[config.mk]
export PLATFORM = sky130hd
export DESIGN_NAME = automute_gate
export DESIGN_NICKNAME = d
export VERILOG_FILES = /design/src/rtl/automute_gate.sv
export SDC_FILE = /design/constraint.sdc
export NUM_CORES = 1
export LEC_CHECK = 0
export ABC_CLOCK_PERIOD_IN_PS = 3200
export BUFFER_PORTS_ARGS = -buffer_cell sky130_fd_sc_hd__buf_2
export CAP_MARGIN = 20
export CORE_UTILIZATION = 57
export DETAILED_ROUTE_END_ITERATION = 6
export GPL_ROUTABILITY_DRIVEN = 0
export MAX_ROUTING_LAYER = met4
export PLACE_DENSITY = 0.8
export SLEW_MARGIN = 40
export SYNTH_ARGS = -nofsm -noshare
export SYNTH_HDL_FRONTEND = slang
export SYNTH_SLANG_ARGS = --single-unit
[constraint.sdc]
create_clock -name clk -period 3.2 [get_ports clk]
set_input_delay 0.32 -clock clk [delete_from_list [all_inputs] [get_ports clk]]
set_output_delay 0.32 -clock clk [all_outputs]
set_load 0.02 [all_outputs]
[src/rtl/automute_gate.sv]
module automute_gate #(
  parameter int DATA_W  = 24,
  parameter int RUN_LEN = 8192
) (
  input  logic                     clk,
  input  logic                     rst_n,
  input  logic                     smp_vld,
  input  logic signed [DATA_W-1:0] smp_a,
  input  logic signed [DATA_W-1:0] smp_b,
  input  logic                     amute_en,
  input  logic                     gang_en,
  output logic                     mute_a,
  output logic                     mute_b,
  output logic                     out_vld,
  output logic signed [DATA_W-1:0] out_a,
  output logic signed [DATA_W-1:0] out_b
);
  localparam int CW = $clog2(RUN_LEN + 1);
  localparam logic [CW-1:0] LIMIT = CW'(RUN_LEN);
  localparam logic [DATA_W-1:0] ONES = {DATA_W{1'b1}};

  logic [CW-1:0]     cnt_a, cnt_b, nxt_a, nxt_b;
  logic [DATA_W-1:0] last_a, last_b;
  logic              st_a, st_b, full_a, full_b, mn_a, mn_b;

  function automatic logic [CW-1:0] step(input logic [CW-1:0] c,
                                         input logic [DATA_W-1:0] x,
                                         input logic [DATA_W-1:0] prev,
                                         input logic st);
    if (!st)                       return '0;
    else if (c != '0 && x == prev) return (c == LIMIT) ? c : c + 1'b1;
    else                           return CW'(1);
  endfunction

  assign st_a   = (smp_a == '0) || (smp_a == ONES);
  assign st_b   = (smp_b == '0) || (smp_b == ONES);
  assign nxt_a  = step(cnt_a, smp_a, last_a, st_a);
  assign nxt_b  = step(cnt_b, smp_b, last_b, st_b);
  assign full_a = (nxt_a == LIMIT);
  assign full_b = (nxt_b == LIMIT);
  assign mn_a   = gang_en ? (full_a && full_b) : full_a;
  assign mn_b   = gang_en ? (full_a && full_b) : full_b;

  always_ff @(posedge clk) begin
    if (!rst_n) begin
      cnt_a <= '0; cnt_b <= '0; last_a <= '0; last_b <= '0;
      mute_a <= 1'b0; mute_b <= 1'b0; out_vld <= 1'b0;
      out_a <= '0; out_b <= '0;
    end else begin
      out_vld <= smp_vld;
      if (!amute_en) begin
        cnt_a <= '0; cnt_b <= '0;
        mute_a <= 1'b0; mute_b <= 1'b0;
        if (smp_vld) begin
          out_a <= smp_a; out_b <= smp_b;
          last_a <= smp_a; last_b <= smp_b;
        end
      end else if (smp_vld) begin
        cnt_a <= nxt_a; cnt_b <= nxt_b;
        last_a <= smp_a; last_b <= smp_b;
        mute_a <= mn_a; mute_b <= mn_b;
        out_a <= mn_a ? '0 : smp_a;
        out_b <= mn_b ? '0 : smp_b;
      end
    end
  end

  a_r10_no_wrap: assert property (@(posedge clk) disable iff (!rst_n)
    cnt_a <= LIMIT && cnt_b <= LIMIT);
  a_r6_zero_when_muted: assert property (@(posedge clk) disable iff (!rst_n)
    (out_vld && mute_a) |-> out_a == '0);
  a_r5_release: assert property (@(posedge clk) disable iff (!rst_n)
    (smp_vld && amute_en && !st_a && !st_b) |=> (!mute_a && !mute_b));
  a_r9_disable_clears: assert property (@(posedge clk) disable iff (!rst_n)
    !amute_en |=> (!mute_a && !mute_b && cnt_a == '0 && cnt_b == '0));
  a_r8_gang_same: assert property (@(posedge clk) disable iff (!rst_n)
    (gang_en && smp_vld) |=> mute_a == mute_b);
  a_r2_mute_on_static: assert property (@(posedge clk) disable iff (!rst_n)
    $rose(mute_a) |-> $past(st_a && smp_vld));
endmodule

# Word-level counts from Yosys, hierarchy flattened
# Cells that the tools add are included.
[totals]
register_bits = 127
input_bits = 53
output_inout_bits = 51
wordCells = 45
[op_classes]
addsub = 2
n_eq_ne = 8
muxes = 16
n_reduce_logical = 10
[ops]
columns = ["cell", "n"]
rows = [
  ["$mux W24", 8],
  ["$mux W14", 6],
  ["$eq A14 B14 Y1 const B", 4],
  ["$eq A24 B24 Y1", 2],
  ["$eq A24 B24 Y1 const B", 2],
  ["$logic_not A24 Y1", 2],
  ["$add A14 B1 Y14 const B", 2],
  ["$reduce_bool A14 Y1", 2],
  ["$logic_and A1 B1 Y1", 3],
  ["$logic_or A1 B1 Y1", 2],
  ["$mux W1", 2],
  ["$reduce_and A2 Y1", 1],
]

# Logic depth before layout (Yosys ltp)
[logic_depth]
word_depth = 10
mapped_depth = 10
depth_no_buf = 9

# Worst setup path before layout
# Ideal clock, no wire load.
[synth_timing]
kind = "register to register"
start = "register cnt_a[0]"
end = "register out_b[10]"
arrival_ns = 2.615
required_ns = 3.085
slack_ns = 0.469
path_stages_with_launch = 10
n_path_buf = 1
synth_period_minus_slack_ns = 2.731
path_cell_list = "dfxtp_1 ha_1 nand3_1 nor4_1 xor2_1 a2111o_1 o41ai_2 a31oi_2 buf_6 a31o_1"
[synth_via]
elab_chain_len = 10
elab_cells_between_ends = 13
classes_between = "add/sub (1); eq/ne (2); mux (7); reduce/logical (3)"
[synth_rtl]
columns = ["item", "line", "rtl"]
rows = [
  ["from (decl)", "22", "logic [CW-1:0] cnt_a, cnt_b, nxt_a, nxt_b;"],
  ["from (signal assigned)", "59", "cnt_a <= nxt_a; cnt_b <= nxt_b;"],
  ["$add A14 B1 Y14 (tied with other cells)", "31", "else if (c != '0 && x == prev) return (c == LIMIT) ? c : c + 1'b1;"],
  ["$mux W14 or $logic_and A1 B1 Y1 (tied branches)", "31", ""],
  ["$mux W14 (*)", "31", ""],
  ["$mux W14 (*)", "30", "if (!st) return '0;"],
  ["$eq A14 B14 Y1 (*)", "39", "assign full_a = (nxt_a == LIMIT);"],
  ["$logic_and A1 B1 Y1 (*)", "42", "assign mn_b = gang_en ? (full_a && full_b) : full_b;"],
  ["$mux W1 (*)", "42", ""],
  ["$mux W24 (*)", "63", "out_b <= mn_b ? '0 : smp_b;"],
  ["$mux W24 (*)", "58", "end else if (smp_vld) begin"],
  ["$mux W24 (*)", "51", "if (!amute_en) begin"],
  ["to (signal assigned)", "55", "out_a <= smp_a; out_b <= smp_b;"],
  ["to (signal assigned)", "63", ""],
  ["to (decl)", "16", "output logic signed [DATA_W-1:0] out_b"],
]
# Mark *: on every way between the ends. The rest lies on a longest branch, timed or not. The select of a mux whose other input is x is not followed.
# A chain may end at the register's enable or synchronous reset.

# Worst setup path after layout
[layout_timing]
start = "register cnt_a[0]"
end = "register out_b[19]"
# The elaborated chain is that of the path after synthesis.

==> metrics.txt <==
status completed; R2R Path End out_b[19]$_SDFFE_PN0P_; Post-Place Worst Slack 108 ps; layout cells sized above 1 0.208; vias in the first global route 5445; Die H 108 um; Worst path slowest cell dfxtp_1; number of synthesis warnings 0; Hold Crit Class in2reg; Nets around 860; ANT nets after route 0; Synth Flop Type dfxtp_1; Net Count, Synth approximately 780; asr flop ratio synth 0; Clock Path Buffers 2; cell depth of the worst setup path 9; cells along the critical path ha_2 > nand3_1 > nor4_2 > xor2_1 > a2111o_1 > o41ai_4 > a31oi_2 > buf_4 > a31o_1; global route overflow 0; std cell rows 38; worst path bufs/invs 1; area grow syn2layout 18.3%; DP HPWL roughly 11000 um; Final Critical Period around 3100 ps; Critical Path End out_b[19]$_SDFFE_PN0P_; Distinct cells, synth 63; flip-flop and latch area ~2500 sq um; post-DR wirelength/cell 17.7 um; ranking of synthesized cells by area dfxtp_1 (40%), mux2i_1 (7.3%), xor2_1 (7.0%), a31o_1 (6.4%), and3_1 (5.3%); Commonest cells post-synth dfxtp_1 (127), nor2_1 (70), and3_1 (54); final std cells w/o fill ~960; Crit Path Category reg2reg; port bufs 103; GRT Util Overall 0.298; Clock H-tree levels 4; Crit path max-delay family compound AO/OA/AOI/OAI gates; Critical Path Source cnt_a[0]$_SDFFE_PN0P_; Slew headroom 0.465; Fin. Hold Viols 0; clock root cell clkbuf_8; maximum clock frequency roughly 330 MHz; Core ar. ~11000 sq um; sequential area share after synthesis 0.396; Synth top area share 0.396; WP data required 3620 ps; WP data arrival between 3000 and 4000 ps; CTS tree done; final period utilization 0.960; Routed WL around 17000 um; post-route setup slack 129 ps; dpl cells approximately 920; Setup Skew about 8.6 ps; CTS buffer count 17; cell area power density between 500 and 600 nW/um^2; Clock Latency Late Sink roughly 530 ps; antenna cells 0; initial DRC count about 480; post-synth top area cell dfxtp_1; Peak VDD IR between 400 and 500 uV; CP Capture Type flop; die width around 110 um; Initial Utilization 0.590; Startpoint Class flop; largest stage delay on the critical path 470 ps; Synth Register Bits ~130; FF-to-FF path depth 9; via/cell ratio around 6.2; Final Setup Violations 0; DRC 0; number of synthesized flops with an enable pin 0; Die ar. between 10000 and 15000 sq um; Vias around 6000; Max-Cap Viols 0; Leakage about 3.4 nW; max-slew violations 0; Synth Area per Inst 8.94 sq um; drt first pass iters 6; Worst-Margin Slew 803 ps; synthesized instance count between 700 and 800; Synth Cell Area around 6400 sq um; crit-path max FO 24; area taken by multi-input logic gates around 3700 sq um; # fillers about 830; initial antenna violation count 0; CTS clk-pin slew, worst paths ~60 ps; worst r2r src cnt_a[0]$_SDFFE_PN0P_; Ports between 100 and 150; CTS sink cnt 127; R2R Setup Slk 130 ps; count leader, synth dfxtp_1; first-pass GRT wire length ~27000 um; largest net degree at the start of global routing 63
-- logic make-up (layout without fill, tap and decap cells) --
group                      after synthesis  in the layout  share of synthesized area
AOI/OAI and AO/OA                      136            137                      0.158
and+or+nand+nor                        288            288                      0.248
buffers and inverters                   62            160                     0.0437
xor gates and xnor gates                53             53                     0.0723
adders and majority gates                4              4                    0.00780
muxes                                   48             48                     0.0750
DFF                                    127            127                      0.396
-- flip-flops by register name (all words and copies together) (netlist names) --
name / flops
last_b: 24
out_vld: 1
mute_b: 1
mute_a: 1
cnt_b: 14
out_a: 24
last_a: 24
cnt_a: 14
out_b: 24
-- layer usage --
metal  up-vias  routed length, um  GRT usage
met5         -                  0          -
met4         0                233     0.0793
met3        28               1050     0.0759
met2       225               8190      0.466
met1      2870               7460      0.381
li1       2800                  -          -
-- what timing repair did --
action,CTS,global route
endpoints found under the setup margin,0,48
gates resized for setup,0,6
hold buffers,0,0
buffers inserted,0,3
-- through the flow --
stage,setup TNS (ps),cell area [sq um],hold WS [ps],total power [mW],utilization
floorplan,0,6420,457,1.98,-
global placement,0,6960,452,2.12,0.639
detailed placement,0,6960,460,2.14,0.639
CTS,0,7510,71.0,3.95,0.690
global route,-2210,7590,78.7,4.08,0.697
finish,0,7590,83.6,3.95,0.697
-- worst min-delay path by stage --
| stage | start | to | slack, ps | cells past startpoint |
|---|---|---|---|---|
| floorplan | cnt_b[11]$_SDFFE_PN0P_ | cnt_b[11]$_SDFFE_PN0P_ | 460 | 2 |
| global placement | mute_a$_SDFFE_PN0P_ | mute_a$_SDFFE_PN0P_ | 450 | 2 |
| detailed placement | mute_a$_SDFFE_PN0P_ | mute_a$_SDFFE_PN0P_ | 460 | 2 |
| CTS | smp_a[22] | out_a[22]$_SDFFE_PN0P_ | 70 | 2 |
| global route | smp_b[14] | out_b[14]$_SDFFE_PN0P_ | 80 | 2 |
| finish | smp_a[22] | out_a[22]$_SDFFE_PN0P_ | 80 | 2 |
-- cells in the final DEF (no fill, tap or decap), types with 3 or more instances in the layout --
master / n
nand4_1: 17
a21oi_1: 29
ha_1: 3
inv_1: 10
nor4_1: 28
nor2_1: 70
and2_1: 5
buf_2: 102
dfxtp_1: 127
a31o_1: 47
and3_1: 54
clkbuf_1: 4
buf_4: 15
xor2_1: 51
nand2_1: 38
nand3_1: 22
nand3b_1: 10
or3_1: 4
mux2i_1: 47
nor4_2: 4
a211oi_1: 3
and4_1: 5
o21ai_0: 29
nor3_1: 10
nor2b_1: 5
clkbuf_16: 16
a32oi_1: 3
-- report_power, final --
part	internal, mW	leakage, nW	switching (mW)	total [mW]
Clock	1.13	0.265	0.697	1.82
Combinational	0.162	2.08	0.269	0.431
Sequential	1.66	1.04	0.0424	1.70
-- layout make-up --
| type | instances | area share |
|---|---|---|
| clock inverters | 9 | 0.0147 |
| inverters | 12 | 0.00593 |
| multi-input cells | 530 | 0.481 |
| flip-flops and latches | 127 | 0.335 |
| clock buffers | 22 | 0.0583 |
| well taps | 140 | 0.0231 |
| repair buffers | 117 | 0.0821 |
(Power assumes the default switching activity.)
